<file path="config.mk">
export PLATFORM = sky130hd
export DESIGN_NAME = wb_slave_decoder
export DESIGN_NICKNAME = d
export VERILOG_FILES = /design/src/rtl/wbdec_pkg.sv /design/src/rtl/wbdec_match.sv /design/src/rtl/wbdec_prio.sv /design/src/rtl/wbdec_adrmap.sv /design/src/rtl/wb_slave_decoder.sv
export SDC_FILE = /design/constraint.sdc
export NUM_CORES = 1
export LEC_CHECK = 0
export ABC_CLOCK_PERIOD_IN_PS = 2000
export CELL_PAD_IN_SITES_DETAIL_PLACEMENT = 0
export CELL_PAD_IN_SITES_GLOBAL_PLACEMENT = 2
export CORE_MARGIN = 2
export CORE_UTILIZATION = 10
export CTS_CLUSTER_DIAMETER = 50
export DETAILED_ROUTE_END_ITERATION = 10
export HOLD_SLACK_MARGIN = 0.1
export PLACE_DENSITY_LB_ADDON = 0.1
export REMOVE_ABC_BUFFERS = 1
export SETUP_SLACK_MARGIN = 0.4
export SYNTH_ARGS = -nofsm -noshare
export SYNTH_HDL_FRONTEND = slang
export SYNTH_SLANG_ARGS = --single-unit
</file>
<file path="constraint.sdc">
create_clock -name clk_i -period 2 [get_ports clk_i]
set_clock_uncertainty 0.15 [all_clocks]
set_input_delay 0.4 -clock clk_i [delete_from_list [all_inputs] [get_ports clk_i]]
set_output_delay 0.4 -clock clk_i [all_outputs]
set_load 0.005 [all_outputs]
</file>
<file path="src/rtl/wbdec_pkg.sv">
package wbdec_pkg;

  // Data width codes used in the per-slave width parameter.
  typedef enum logic [1:0] {
    WB_W8  = 2'd0,
    WB_W16 = 2'd1,
    WB_W32 = 2'd2
  } wb_width_e;

  // Right shift applied to the master address for one slave.
  function automatic int unsigned lane_shift(input logic [1:0] code, input logic word_mode);
    if (!word_mode) return 0;
    case (code)
      WB_W16:  return 1;
      WB_W32:  return 2;
      default: return 0;
    endcase
  endfunction

  // Mask keeping the lowest `bits` bits of an aw-bit address.
  function automatic logic [63:0] low_mask(input int unsigned bits, input int unsigned aw);
    logic [63:0] m;
    m = '0;
    for (int unsigned k = 0; k < 64; k++) begin
      if (k < bits && k < aw) m[k] = 1'b1;
    end
    return m;
  endfunction

endpackage

</file>
<file path="src/rtl/wbdec_match.sv">
module wbdec_match #(
  parameter int unsigned AW    = 24,
  parameter int unsigned DEC_W = 3,
  parameter int unsigned NS    = 4,
  parameter logic [NS*AW-1:0] BASES = '0
) (
  input  logic [AW-1:0] adr_i,
  output logic [NS-1:0] hit_o
);

  logic [DEC_W-1:0] tag_in;
  assign tag_in = adr_i[AW-1 -: DEC_W];

  for (genvar i = 0; i < NS; i++) begin : g_cmp
    localparam logic [DEC_W-1:0] TAG = BASES[i*AW + AW - 1 -: DEC_W];
    assign hit_o[i] = (tag_in == TAG);
  end

endmodule

</file>
<file path="src/rtl/wbdec_prio.sv">
module wbdec_prio #(
  parameter int unsigned NS = 4
) (
  input  logic [NS-1:0] req_i,
  output logic [NS-1:0] grant_o
);

  // Lowest index wins.
  always_comb begin
    logic taken;
    taken   = 1'b0;
    grant_o = '0;
    for (int i = 0; i < NS; i++) begin
      if (req_i[i] && !taken) begin
        grant_o[i] = 1'b1;
        taken      = 1'b1;
      end
    end
  end

endmodule

</file>
<file path="src/rtl/wbdec_adrmap.sv">
module wbdec_adrmap #(
  parameter int unsigned AW = 24,
  parameter int unsigned NS = 4,
  parameter logic [NS*2-1:0] WIDTHS    = '0,
  parameter logic [NS-1:0]   WORD_MODE = '0,
  parameter logic [NS*8-1:0] SLV_AW    = '0
) (
  input  logic [AW-1:0]    adr_i,
  output logic [NS*AW-1:0] adr_o
);

  import wbdec_pkg::*;

  for (genvar i = 0; i < NS; i++) begin : g_map
    localparam int unsigned SH   = lane_shift(WIDTHS[i*2 +: 2], WORD_MODE[i]);
    localparam int unsigned SA   = int'(SLV_AW[i*8 +: 8]);
    localparam logic [63:0] M64  = low_mask(SA, AW);
    localparam logic [AW-1:0] MASK = M64[AW-1:0];

    logic [AW-1:0] shifted;
    assign shifted = adr_i >> SH;
    assign adr_o[i*AW +: AW] = shifted & MASK;
  end

endmodule

</file>
<file path="src/rtl/wb_slave_decoder.sv">
module wb_slave_decoder #(
  parameter int unsigned AW    = 24,
  parameter int unsigned DW    = 32,
  parameter int unsigned NS    = 4,
  parameter int unsigned DEC_W = 3,
  parameter logic [NS*AW-1:0] BASES     = {24'hE00000, 24'h200000, 24'h200000, 24'h000000},
  parameter logic [NS*2-1:0]  WIDTHS    = {2'd2, 2'd0, 2'd1, 2'd2},
  parameter logic [NS-1:0]    WORD_MODE = 4'b0111,
  parameter logic [NS*8-1:0]  SLV_AW    = {8'd16, 8'd8, 8'd10, 8'd12}
) (
  input  logic             clk_i,
  input  logic             rst_ni,
  input  logic             m_cyc_i,
  input  logic             m_stb_i,
  input  logic             m_we_i,
  input  logic [DW/8-1:0]  m_sel_i,
  input  logic [AW-1:0]    m_adr_i,
  input  logic [DW-1:0]    m_dat_i,
  output logic [DW-1:0]    m_dat_o,
  output logic             m_ack_o,
  output logic             m_err_o,
  output logic [NS-1:0]    s_cyc_o,
  output logic [NS-1:0]    s_stb_o,
  output logic             s_we_o,
  output logic [DW/8-1:0]  s_sel_o,
  output logic [NS*AW-1:0] s_adr_o,
  output logic [DW-1:0]    s_dat_o,
  input  logic [NS*DW-1:0] s_dat_i,
  input  logic [NS-1:0]    s_ack_i
);

  // Reset: asserted asynchronously, released through two flops.
  logic [1:0] rst_pipe_q;
  logic       rst_n_int;

  always_ff @(posedge clk_i or negedge rst_ni) begin
    if (!rst_ni) rst_pipe_q <= 2'b00;
    else         rst_pipe_q <= {rst_pipe_q[0], 1'b1};
  end
  assign rst_n_int = rst_pipe_q[1];

  // Decode and select.
  logic          active;
  logic [NS-1:0] hit;
  logic [NS-1:0] grant;
  logic [NS-1:0] sel;
  logic          any_sel;

  assign active = m_cyc_i & m_stb_i;

  wbdec_match #(.AW(AW), .DEC_W(DEC_W), .NS(NS), .BASES(BASES)) u_match (
    .adr_i (m_adr_i),
    .hit_o (hit)
  );

  wbdec_prio #(.NS(NS)) u_prio (
    .req_i   (hit),
    .grant_o (grant)
  );

  assign sel     = grant & {NS{active}};
  assign any_sel = |sel;
  assign s_cyc_o = sel;
  assign s_stb_o = sel;

  // Fan-out and address remap.
  assign s_we_o  = m_we_i;
  assign s_sel_o = m_sel_i;
  assign s_dat_o = m_dat_i;

  wbdec_adrmap #(
    .AW(AW), .NS(NS), .WIDTHS(WIDTHS), .WORD_MODE(WORD_MODE), .SLV_AW(SLV_AW)
  ) u_adrmap (
    .adr_i (m_adr_i),
    .adr_o (s_adr_o)
  );

  // Return path: and-or mux over a one-hot select.
  always_comb begin
    m_dat_o = '0;
    m_ack_o = 1'b0;
    for (int i = 0; i < NS; i++) begin
      if (sel[i]) begin
        m_dat_o = m_dat_o | s_dat_i[i*DW +: DW];
        m_ack_o = m_ack_o | s_ack_i[i];
      end
    end
  end

  // Error pulse for an unmatched request.
  logic err_q, err_d, err_en;

  always_comb begin
    err_en = err_q | (active & ~any_sel);
    err_d  = ~err_q;
  end

  always_ff @(posedge clk_i or negedge rst_n_int) begin
    if (!rst_n_int)  err_q <= 1'b0;
    else if (err_en) err_q <= err_d;
  end

  assign m_err_o = err_q;

  // Assertions
  AST_ONE_SLAVE: assert property (@(posedge clk_i) disable iff (!rst_ni)
    $onehot0(s_cyc_o));

  AST_SEL_NEEDS_REQ: assert property (@(posedge clk_i) disable iff (!rst_ni)
    (|s_stb_o) |-> (m_cyc_i && m_stb_i));

  AST_ERR_PULSE: assert property (@(posedge clk_i) disable iff (!rst_ni)
    m_err_o |=> !m_err_o);

  AST_ERR_CAUSE: assert property (@(posedge clk_i) disable iff (!rst_ni)
    m_err_o |-> $past(m_cyc_i && m_stb_i && (s_cyc_o == '0)));

  AST_ACK_SOURCE: assert property (@(posedge clk_i) disable iff (!rst_ni)
    m_ack_o |-> ((s_cyc_o & s_ack_i) != '0));

endmodule

</file>
==> results.txt <==
clock tree root driver cell - clkbuf_16
Finished Layout Cells - 623
Avg Inst Size Synth - 7.51 sq um
CTS tree - done
crit path max fanout - 5
Final Hold Fails - 0
switch share - 27.8%
Yosys reg bits - 3
yosys warns - 0
vias per cell - 3.39
PortBufs - 145
CTS clock-pin slew for the worst setup and hold paths - 0.03 ns
Peak VDD IR - 0.645 mV
Comb pwr share - 59.0%
CORE AREA - 19700 sq um
worst slack at placement - -0.683 ns
Critical Path Start Type - input pin
Psw - 0.000260 W
htree depth - 1
total gr overflow - 0
crit path DAT - 1.42 ns
Top delay family on crit path - buffers and inverters
crit path launch - m_adr_i[22]
drt pass-1 iters - 3
reg2reg start - m_err_o
Slew Limit Fails - 0
unrepaired setup endpoints after global routing - true
final setup fails - 0
Slowest-stage cell, CP - nand4bb_4
Post-Synthesis Cells - 269
most frequent CP cell - buf_6
Routed WL - 17400 um
Initial Util - 10.3%
Pleak - 1.52 nW
CP peak stage delay - 0.26 ns
Area Overhead vs Synth - 75.2%
Cell Chain, Critical Path - buf_8 -> nand4bb_4 -> buf_12 -> buf_6 -> buf_6 -> o22ai_2 -> buf_2
Nets - 555
Clock power frac - 33.9%
via count - 2112
Cell Area, Synth - 2020 sq um
sequential fraction of the synthesis area - 3.72%
total of max-cap violations - 0
Iteration-0 DRC Markers - 35
crit path kind - in2out
cell area power density - 264 nW/um^2
Top Layer Used - met5
DRC violations left - 0
first-pass GRT wire length - 22000 um
Num CTS Buffers - 3
Seq pwr share - 7.0%
initial antenna violation count - 1
WL met1 - 3800 um
HPWL Detailed - 14900 um
fmax - 508 MHz
Synth cell types - 16
FILL cells - 2270
share of post-route cells with drive strength above 1 - 32.5%
Internal Power - 0.000675 W
largest net degree at the start of global routing - 22
IO Pins - 372
WL per Instance - 27.9 um
Rows - 51
Clock Tree Buf Depth - 2
CP bufs+invs - 5
minimum clock period - 1.97 ns
fin worst setup slack - 0.0332 ns
worst endpoint required time - 1.45 ns
fin crit share - 98.3%
outcome - finished clean
Routed Antenna Nets - 0
met3 wire len - 4190 um
placed cells - 590
Die Area - 21300 sq um
metal2 WL - 9070 um
chip width - 146 um
worst hold path type - in2async
total clock sinks - 3
Clock Latency Late Sink - 0.22 ns
Total GRT Usage - 15.4%
gp weighted congestion - 0.730
Die Span Y - 146 um
Critical Path End Type - primary output
vias in the first global route - 2114
==> layout make-up <==
| class | instances | area, sq um | share of cell area (%) |
|---|---|---|---|
| Timing Repair Buffer | 190 | 1910 | 54.0 |
| Multi-Input combinational cell | 160 | 1140 | 32.2 |
| Sequential cell | 3 | 75.1 | 2.12 |
| Clock buffer | 4 | 78.8 | 2.23 |
| Antenna cell | 1 | 2.50 | 0.0707 |
| Tap cell | 265 | 332 | 9.37 |
==> logic make-up after synthesis <==
| group | after synthesis | share of synthesized area, % |
|---|---|---|
| buffers and inverters | 157 | 58.2 |
| AND/OR/NAND/NOR | 39 | 10.0 |
| AO/OA/AOI/OAI | 35 | 11.3 |
| other | 2 | 0.372 |
| multiplexers | 33 | 16.4 |
| flip-flops | 3 | 3.72 |
==> flip-flops by register name, indices dropped and copies added (netlist names) <==
register,count
m_err_o,1
rst_pipe_q,2
==> power groups by stage <==
stage                     Sequential, W  Clock, W  Combinational [W]
after global placement        0.0000661         0           0.000467
after global routing          0.0000660  0.000331           0.000595
after floorplan               0.0000660         0           0.000109
final                         0.0000656  0.000317           0.000552
after detailed placement      0.0000663         0           0.000466
after CTS                     0.0000656  0.000322           0.000543
==> cell usage in the layout (no fill, tap or decap), drive strengths merged <==
master         count
clkdlybuf4s50     98
buf               76
conb              53
nand3             34
mux2i             33
o22ai             33
clkbuf             9
clkdlybuf4s15      6
dfrtp              3
nor2               2
dlymetal6s2s       2
diode              1
nand2              1
nand4bb            1
nor3               1
o211ai             1
a311oi             1
bufbuf             1
dlygate4sd3        1
dlygate4sd2        1
==> metal layers <==
metal,vias to the layer above,global-route usage (%)
met1,905,9.81
met4,6,1.17
li1,920,-
met3,8,17.9
met2,273,28.4
met5,-,5.23
==> synth_stat cells <==
| master | instances | share of area [%] |
|---|---|---|
| buf_4 | 138 | 51 |
| nand4bb_1 | 1 | 0.56 |
| buf_6 | 7 | 3.9 |
| nand3_1 | 33 | 8.2 |
| buf_2 | 12 | 3.0 |
| dfrtp_1 | 3 | 3.7 |
| a311oi_1 | 1 | 0.43 |
| o22ai_2 | 1 | 0.62 |
| conb_1 | 2 | 0.37 |
| o211ai_1 | 1 | 0.37 |
| nand3_2 | 1 | 0.50 |
| mux2i_1 | 33 | 16 |
| nand2_1 | 1 | 0.19 |
| nor2_1 | 2 | 0.37 |
| o22ai_1 | 32 | 9.9 |
| nor3_1 | 1 | 0.25 |
==> per-stage QoR <==
| stage | area (sq um) | utilization [%] | TNS, ns | hold slack, ns | power [W] |
|---|---|---|---|---|---|
| after global placement | 3000 | 15.3 | -23.58 | -0.152 | 0.000533 |
| after floorplan | 1040 | - | -7.45 | -0.156 | 0.000175 |
| after CTS | 3450 | 17.5 | 0 | 0.197 | 0.000931 |
| after global routing | 3530 | 18.0 | 0 | 0.206 | 0.000992 |
| final | 3540 | 18.0 | 0 | 0.196 | 0.000935 |
| after detailed placement | 3000 | 15.3 | -23.81 | -0.149 | 0.000532 |
==> repair_timing <==
action                     in CTS  in global routing
hold endpoints to repair        1                  0
cloned                          2                  0
pin swaps                       6                 13
setup endpoints to repair      40                 39
buffers inserted               23                  2
gates resized for setup       202                 26
hold buffers                    1                  0
==> path summary, 6_finish.rpt <==
check,end,slack [ns],cells past startpoint
worst max-delay path,m_dat_o[24],0.03,7
worst min-delay path,rst_pipe_q[1],0.20,1
worst max register to register,m_err_o,1.08,1
worst min register to register,rst_pipe_q[1],0.20,0
max in group asynchronous,m_err_o,1.22,1
min in group clk_i,rst_pipe_q[1],0.20,0
Note: power is estimated with default switching activity, not from simulation.
